<file path="src/rtl/irq_pkg.sv">
package irq_pkg;

    localparam int IRQ_N     = 32;
    localparam int LATCH_N   = 16;
    localparam int HOSTSRC_N = 3;
    localparam int EXT_N     = IRQ_N - HOSTSRC_N;
    localparam int ADDR_W    = 4;
    localparam int DATA_W    = 32;

    localparam logic [ADDR_W-1:0] OFS_FLAG = 4'h0;
    localparam logic [ADDR_W-1:0] OFS_MASK = 4'h4;
    localparam logic [ADDR_W-1:0] OFS_STAT = 4'h8;

    typedef enum logic [1:0] {
        SEL_FLAG = 2'd0,
        SEL_MASK = 2'd1,
        SEL_STAT = 2'd2,
        SEL_NONE = 2'd3
    } reg_sel_e;

    typedef struct packed {
        logic              wr;
        reg_sel_e          sel;
        logic [DATA_W-1:0] wdata;
    } bus_cmd_t;

    function automatic reg_sel_e decode_sel(input logic [ADDR_W-1:0] a);
        reg_sel_e s;
        if (a == OFS_FLAG)      s = SEL_FLAG;
        else if (a == OFS_MASK) s = SEL_MASK;
        else if (a == OFS_STAT) s = SEL_STAT;
        else                    s = SEL_NONE;
        return s;
    endfunction

endpackage

</file>
<file path="src/rtl/irq_bus_decode.sv">
module irq_bus_decode
    import irq_pkg::*;
(
    input  logic [ADDR_W-1:0] addr,
    input  logic              wr,
    input  logic [DATA_W-1:0] wdata,
    output bus_cmd_t          cmd
);
    always_comb begin
        cmd.wr    = wr;
        cmd.sel   = decode_sel(addr);
        cmd.wdata = wdata;
    end
endmodule

</file>
<file path="src/rtl/irq_flag_bank.sv">
module irq_flag_bank
    import irq_pkg::*;
#(
    parameter int N  = IRQ_N,
    parameter int LN = LATCH_N
) (
    input  logic          clk,
    input  logic          rst,
    input  logic [N-1:0]  req,
    input  logic          clr_en,
    input  logic [LN-1:0] clr_mask,
    output logic [N-1:0]  flag
);
    for (genvar i = 0; i < N; i++) begin : g_bit
        if (i < LN) begin : g_held
            logic held_q;
            always_ff @(posedge clk) begin
                if (rst)
                    held_q <= 1'b0;
                else
                    held_q <= req[i] | (held_q & ~(clr_en & clr_mask[i]));
            end
            assign flag[i] = held_q;
        end else begin : g_live
            assign flag[i] = req[i];
        end
    end
endmodule

</file>
<file path="src/rtl/irq_mask_reg.sv">
module irq_mask_reg
    import irq_pkg::*;
#(
    parameter int N = IRQ_N
) (
    input  logic         clk,
    input  logic         rst,
    input  logic         wr_en,
    input  logic [N-1:0] wdata,
    output logic [N-1:0] en
);
    always_ff @(posedge clk) begin
        if (rst)
            en <= '0;
        else if (wr_en)
            en <= wdata;
    end
endmodule

</file>
<file path="src/rtl/irq_read_port.sv">
module irq_read_port
    import irq_pkg::*;
#(
    parameter int N = IRQ_N
) (
    input  logic         clk,
    input  logic         rst,
    input  reg_sel_e     sel,
    input  logic [N-1:0] flag,
    input  logic [N-1:0] en,
    input  logic [N-1:0] stat,
    output logic [N-1:0] rdata
);
    logic [N-1:0] mux_d;

    always_comb begin
        unique case (sel)
            SEL_FLAG: mux_d = flag;
            SEL_MASK: mux_d = en;
            SEL_STAT: mux_d = stat;
            default:  mux_d = '0;
        endcase
    end

    always_ff @(posedge clk) begin
        if (rst)
            rdata <= '0;
        else
            rdata <= mux_d;
    end
endmodule

</file>
<file path="src/rtl/irq_aggregator.sv">
module irq_aggregator
    import irq_pkg::*;
(
    input  logic              clk,
    input  logic              rst,
    input  logic              bus_underrun,
    input  logic              bus_overrun,
    input  logic              bus_error,
    input  logic [EXT_N-1:0]  src_req,
    input  logic [ADDR_W-1:0] reg_addr,
    input  logic              reg_wr,
    input  logic [DATA_W-1:0] reg_wdata,
    output logic [DATA_W-1:0] reg_rdata,
    output logic              host_irq
);
    bus_cmd_t          cmd;
    logic [IRQ_N-1:0]  req_vec;
    logic [IRQ_N-1:0]  flag_vis;
    logic [IRQ_N-1:0]  en_q;
    logic [IRQ_N-1:0]  stat_vis;
    logic              irq_q;

    // host-interface sources occupy the lowest (held) positions
    assign req_vec = {src_req, bus_error, bus_overrun, bus_underrun};

    irq_bus_decode u_dec (
        .addr  (reg_addr),
        .wr    (reg_wr),
        .wdata (reg_wdata),
        .cmd   (cmd)
    );

    irq_flag_bank #(.N(IRQ_N), .LN(LATCH_N)) u_flags (
        .clk      (clk),
        .rst      (rst),
        .req      (req_vec),
        .clr_en   (cmd.wr && cmd.sel == SEL_FLAG),
        .clr_mask (cmd.wdata[LATCH_N-1:0]),
        .flag     (flag_vis)
    );

    irq_mask_reg #(.N(IRQ_N)) u_mask (
        .clk   (clk),
        .rst   (rst),
        .wr_en (cmd.wr && cmd.sel == SEL_MASK),
        .wdata (cmd.wdata),
        .en    (en_q)
    );

    assign stat_vis = flag_vis & en_q;

    irq_read_port #(.N(IRQ_N)) u_rd (
        .clk   (clk),
        .rst   (rst),
        .sel   (cmd.sel),
        .flag  (flag_vis),
        .en    (en_q),
        .stat  (stat_vis),
        .rdata (reg_rdata)
    );

    always_ff @(posedge clk) begin
        if (rst)
            irq_q <= 1'b0;
        else
            irq_q <= |stat_vis;
    end

    assign host_irq = irq_q;
endmodule

</file>
<file path="config.mk">
export PLATFORM = sky130hd
export DESIGN_NAME = irq_aggregator
export DESIGN_NICKNAME = d
export VERILOG_FILES = /design/src/rtl/irq_pkg.sv /design/src/rtl/irq_bus_decode.sv /design/src/rtl/irq_flag_bank.sv /design/src/rtl/irq_mask_reg.sv /design/src/rtl/irq_read_port.sv /design/src/rtl/irq_aggregator.sv
export SDC_FILE = /design/constraint.sdc
export NUM_CORES = 1
export LEC_CHECK = 0
export BUFFER_PORTS_ARGS = -buffer_cell sky130_fd_sc_hd__buf_4
export CORE_MARGIN = 3
export CORE_UTILIZATION = 47
export CTS_CLUSTER_DIAMETER = 200
export DETAILED_ROUTE_END_ITERATION = 8
export PLACE_DENSITY = 0.8
export SYNTH_ARGS = -nofsm -noshare
export SYNTH_HDL_FRONTEND = slang
export SYNTH_SLANG_ARGS = --single-unit
</file>
<file path="constraint.sdc">
create_clock -name clk -period 1.5 [get_ports clk]
set_input_delay 0.225 -clock clk [delete_from_list [all_inputs] [get_ports clk]]
set_output_delay 0.225 -clock clk [all_outputs]
set_load 0.02 [all_outputs]
</file>
==> results of run 1 <==
where the power goes:
part | total, mW | internal, mW | leakage, nW | switching [mW]
registers | 2.25 | 2.20 | 0.659 | 0.0436
logic | 0.522 | 0.247 | 1.00 | 0.276
clock network | 1.50 | 0.753 | 0.0929 | 0.742
kinds of logic after synthesis:
logic type      synth area share
compound gates             0.261
simple gates               0.200
flops                      0.454
buf+inv                   0.0848
registers in the layout, summed over array words and instances (netlist names):
name,count
u_mask.en,32
u_rd.rdata,32
u_flags.g_bit.g_held.held_q,16
host_irq,1
cells in the final DEF (no fill, tap or decap):
cell type and n:
a22oi_1 16, inv_1 18, or4_1 1, buf_4 112, o41a_1 1, clkinv_2 3
nand4_1 4, buf_12 8, nand2_1 48, nor4b_1 32, nor4_4 1, nor4b_4 1
a21oi_1 80, nand3_1 32, clkbuf_8 9, or4b_4 1, o21ai_1 16, clkbuf_1 2
bufinv_16 1, o21ai_0 64, dfxtp_1 81
worst min path at each step:
stage                      start                               to  slack (ns)  depth (start not counted)
floorplan           bus_underrun   u_flags.g_bit[0].g_held.held_q        0.35                          2
global placement     bus_overrun   u_flags.g_bit[1].g_held.held_q        0.46                          3
detailed placement    src_req[9]  u_flags.g_bit[12].g_held.held_q        0.47                          3
CTS                   src_req[5]   u_flags.g_bit[8].g_held.held_q        0.10                          3
global route          src_req[6]   u_flags.g_bit[9].g_held.held_q         0.1                          3
finish                src_req[5]   u_flags.g_bit[8].g_held.held_q        0.11                          3
area by class of cell:
| class | instances | area, um^2 | share of cell area |
|---|---|---|---|
| clock inverter | 4 | 45.0 | 0.00972 |
| clock buffer | 11 | 131 | 0.0283 |
| tap | 99 | 124 | 0.0267 |
| timing repair buffer | 120 | 1000 | 0.216 |
| multi-input combinational | 297 | 1640 | 0.355 |
| sequential | 81 | 1620 | 0.350 |
| inverter | 18 | 67.6 | 0.0146 |
worst max-delay path: stages (launching register included):
cell and delay [ns]:
dfxtp_1 0.35, a22oi_1 0.25, nand4_1 0.17, o41a_1 0.42
through the flow:
| step | setup WS (ns) | cell area, um^2 | instances | power (mW) |
|---|---|---|---|---|
| after floorplan | 0.0699 | 3570 | 439 | 2.53 |
| after global placement | -0.00133 | 4460 | 615 | 2.80 |
| after detailed placement | -0.0533 | 4460 | 615 | 2.81 |
| after CTS | 0.195 | 4630 | 630 | 4.28 |
| after global routing | 0.160 | 4630 | 630 | 4.43 |
| final | 0.196 | 4630 | 630 | 4.26 |
metal layers:
metal / vias to the layer above / wire, um
met5: - / 0
met4: 0 / 242
met3: 24 / 805
met2: 191 / 5150
met1: 1718 / 4230
li1: 1746 / -
==> flow_metrics.env, run 1 <==
export IMPL_post_dp_hpwl_um=6970
export IMPL_vdd_drop_max_uv=468
export IMPL_grt_pass1_vias=3398
export IMPL_relSlewSlack=0.745
export IMPL_grt_max_degree=37
export IMPL_row_count=31
export IMPL_fmax_mhz=767
export IMPL_worst_slew_pin_slew_ns=0.382
export IMPL_seq_area_frac_synth=0.454
export IMPL_use_met1=0.296
export IMPL_grt_overflow=0
export IMPL_dieArea_mm2=0.00867
export IMPL_worstPathMaxFanout=4
export IMPL_crit_required_ns=1.73
export IMPL_wl_um=10400
export IMPL_slew_violations=0
export IMPL_cts_resized=0
export IMPL_setup_viol=0
export IMPL_outcome="finished clean"
export IMPL_n_antenna_cell=0
export IMPL_root_buffer="clkbuf_8"
export IMPL_netlist_top_cells_count="81 x dfxtp_1, 80 x a21oi_1, 64 x o21ai_0, 48 x nand2_1"
export IMPL_n_fill_cell=650
export IMPL_vias=3679
export IMPL_cts_hold_buf=0
export IMPL_yosys_area_top_type="dfxtp_1"
export IMPL_layout_drive_gt1_share=0.256
export IMPL_core_mm2=0.00729
export IMPL_grt_setup_unrepaired="no"
export IMPL_nets=598
export IMPL_die_h_um=93.1
export IMPL_p_per_area_mw_per_mm2=920
export IMPL_grt_busiest_layer="met2"
export IMPL_via_per_inst=5.84
export IMPL_insertion_delay_ns=0.36
export IMPL_reg2regPathDepth=3
export IMPL_drc=0
export IMPL_cts_max_level=3
export IMPL_cts_setup_buffers=0
export IMPL_r2r_slack_ns=0.20
export IMPL_ys_types=19
export IMPL_netlist_area_leader_share=0.454
export IMPL_synth_net_count=510
export IMPL_synth_most_common_cell="dfxtp_1"
export IMPL_antenna_found_initial=0
export IMPL_cts_tree="done"
export IMPL_whs_ns=0.112
export IMPL_finClkSkew_ns=0.00728
export IMPL_synth_edff_count=0
export IMPL_port_buffers=103
export IMPL_end_kind="register"
export IMPL_synth_seq_cells=81
export IMPL_met3_usage=0.0523
export IMPL_yosys_warnings=0
export IMPL_wire_per_inst_um=16.5
export IMPL_hold_viol=0
export IMPL_worstSetupStartpointType="register"
export IMPL_crit_path_end="host_irq"
export IMPL_clockBufferDepth=2
export IMPL_synth_area_leaders="dfxtp_1 45%, a21oi_1 11%, o21ai_0 9.0%"
export IMPL_netlist_area_mm2=0.00357
export IMPL_syn_inst=439
export IMPL_ios=104
export IMPL_period_needed_ns=1.30
export IMPL_final_core_util=0.636
export IMPL_cellLeakagePower_nw=1.75
export IMPL_ys_flop_type="dfxtp_1"
export IMPL_ant_nets=0
export IMPL_r2r_end="host_irq"
export IMPL_first_pass_iters=5
export IMPL_tns_ns=0
export IMPL_cts_sinks=81
export IMPL_start_util=0.489
export IMPL_initialDrtViolationCount=412
export IMPL_grt_pass1_wl_um=16200
export IMPL_period_share=0.869
export IMPL_path_class="reg -> reg"
export IMPL_synth_area_per_cell_um2=8.13
export IMPL_cp_startpoint="u_flags.g_bit[2].g_held.held_q"
export IMPL_die_x_um=93.1
export IMPL_hp_class="in -> reg"
export IMPL_async_reset_ff_frac=0
export IMPL_syn2layout_area_growth_pct=29.9
export IMPL_clk_pin_slew_ns=0.08
export IMPL_grt_util_met2=0.375
export IMPL_gp_congestion=0.860
export IMPL_grt_usage=0.233
export IMPL_arrival_ns=1.54
export IMPL_cts_buffers=9
export IMPL_drv_cap=0
export IMPL_reg2reg_from="u_flags.g_bit[2].g_held.held_q"
No activity file was read; power rests on OpenSTA's default activity.
==> inputs of run 2 (changes only) <==
- CORE_UTILIZATION: 47 -> 51
- PLACE_DENSITY: 0.8 -> 0.83
- clock period: 1.5 -> 1.25 ns (I/O delays scaled with it)
==> run 2 against run 1 <==
Cell count up 2.1%; die area down 7.4%; flip-flop and latch count unchanged; hold slack worse by 0.038 ns; fmax up 5.0%; clock skew down 0.0023 ns; non-clock buffer count up 18; critical path depth unchanged; sequential share of layout area down 1.5 points; cell area up 5.0%; utilization up 11 points; global-route usage up 4.9 points.
==> flow_metrics.env, run 2 (synthesis gave the netlist of run 1 again) <==
export IMPL_port_buffers=103
export IMPL_grt_busiest_layer="met2"
export IMPL_vias=3888
export IMPL_setup_ws_ns=0.00787
export IMPL_crit_chain="a22oi_2 -> nand4_1 -> o41a_1"
export IMPL_cellLeakagePower_nw=1.87
export IMPL_grt_overflow=0
export IMPL_worstPathMaxFanout=3
export IMPL_end_kind="register"
export IMPL_use_met1=0.373
export IMPL_crit_required_ns=1.49
export IMPL_cts_max_level=3
export IMPL_core_mm2=0.00657
export IMPL_cts_buffers=9
export IMPL_clkPwrFrac=0.359
export IMPL_wire_per_inst_um=17.4
export IMPL_grt_usage=0.283
export IMPL_grt_pass1_wl_um=17600
export IMPL_finalPower_mw=5.31
export IMPL_first_pass_iters=5
export IMPL_setup_viol=0
export IMPL_root_buffer="clkbuf_8"
export IMPL_relSlewSlack=0.756
export IMPL_final_area_mm2=0.00487
export IMPL_grt_pass1_vias=3678
export IMPL_path_class="reg -> reg"
export IMPL_grt_util_met2=0.441
export IMPL_p_sw_mw=1.36
export IMPL_place_area_mm2=0.00461
export IMPL_arrival_ns=1.48
export IMPL_final_common_cell="buf_4"
export IMPL_power_frac_comb=0.133
export IMPL_initialDrtViolationCount=412
export IMPL_insertion_delay_ns=0.35
export IMPL_grt_setup_unrepaired="yes"
export IMPL_hp_class="in -> reg"
export IMPL_dp_worst_setup_slack_ns=-0.190
export IMPL_multi_input_area_mm2=0.00170
export IMPL_cts_sinks=81
export IMPL_finClkSkew_ns=0.00502
export IMPL_slowest_stage="o41a_1"
export IMPL_drc=0
export IMPL_slowest_delay_ns=0.40
export IMPL_drv_cap=0
export IMPL_gp_congestion=0.883
export IMPL_swShare=0.256
export IMPL_seq_area_mm2=0.00163
export IMPL_worstSetupStartpointType="register"
export IMPL_vdd_drop_max_uv=822
export IMPL_row_count=29
export IMPL_dieArea_mm2=0.00804
export IMPL_via_per_inst=6.05
export IMPL_pwr_share_seq=0.508
export IMPL_nets=616
export IMPL_reg_top3="u_mask.en (32), u_rd.rdata (32), u_flags.g_bit.g_held.held_q (16)"
export IMPL_worst_slew_pin_slew_ns=0.360
export IMPL_path_buf_inv=0
export IMPL_post_dp_hpwl_um=7560
export IMPL_fmax_mhz=805
export IMPL_n_fill_cell=498
export IMPL_syn2layout_area_growth_pct=36.4
export IMPL_die_x_um=89.6
export IMPL_slew_violations=0
export IMPL_met3_usage=0.0693
export IMPL_final_cell_mix="128 x buf_4, 80 x a21oi_1, 74 x dfxtp_1, 68 x o21ai_1, 48 x nand2_1"
export IMPL_wl_um=11200
export IMPL_n_antenna_cell=0
export IMPL_period_share=0.994
export IMPL_antenna_found_initial=0
export IMPL_start_util=0.543
export IMPL_p_int_mw=3.95
export IMPL_layout_drive_gt1_share=0.318
export IMPL_grt_max_degree=34
export IMPL_ios=104
export IMPL_hold_viol=0
export IMPL_die_h_um=89.6
export IMPL_outcome="finished clean"
export IMPL_period_needed_ns=1.24
export IMPL_ant_nets=0
export IMPL_critPathTopFamily="compound AO/OA/AOI/OAI gates"
export IMPL_clk_pin_slew_ns=0.08
export IMPL_p_per_area_mw_per_mm2=1090
export IMPL_cts_tree="done"
export IMPL_clockBufferDepth=2
[run 2: timing repair]
item                                    in CTS  in global routing
buffers inserted                             0                  0
hold buffers                                 0                  0
pin swaps                                    1                  9
gates resized for setup                      2                 15
endpoints found under the setup margin       1                  1
[run 2: power groups by stage]
stage | Sequential (mW) | Combinational, mW | Clock, mW
5_1_grt | 2.70 | 0.752 | 2.04
3_5_place_dp | 2.75 | 0.680 | 0
3_3_place_gp | 2.75 | 0.666 | 0
6_report | 2.70 | 0.704 | 1.91
2_1_floorplan | 2.75 | 0.307 | 0
4_1_cts | 2.69 | 0.685 | 1.93
[run 2: tightest hold or removal path, stage by stage]
cell     delay, ns
buf_4         0.11
inv_1         0.04
a21oi_1       0.05
[run 2: routing by layer]
layer	routed length [um]	share of wire
met1	4450	0.40
met2	5340	0.48
met3	1110	0.099
met4	308	0.027
met5	0	0
[run 2: final cells by class]
class	count	area share
multi-input cells	297	0.349
flip-flops and latches	81	0.335
clock inverters	6	0.0118
clock buffers	10	0.0283
inverters	18	0.0139
repair buffers	138	0.238
well taps	93	0.0239
[run 2: final timing paths]
path	startpoint	to	slack [ns]	cells after the start
setup reg to reg	u_mask.en[2]	host_irq	0.008	3
setup / recovery	u_mask.en[2]	host_irq	0.008	3
hold reg to reg	u_flags.g_bit[4].g_held.held_q	u_rd.rdata[4]	0.50	2
hold / removal	src_req[11]	u_flags.g_bit[14].g_held.held_q	0.07	3
[run 2: metrics by stage]
stage	std cells	setup TNS (ns)	util	hold WS (ns)
2_1_floorplan	439	-4.91	-	0.317
3_3_place_gp	627	-8.33	0.703	0.424
3_5_place_dp	627	-10.98	0.703	0.433
4_1_cts	643	0	0.734	0.0679
5_1_grt	643	-0.0112	0.741	0.0682
6_report	643	0	0.741	0.0740
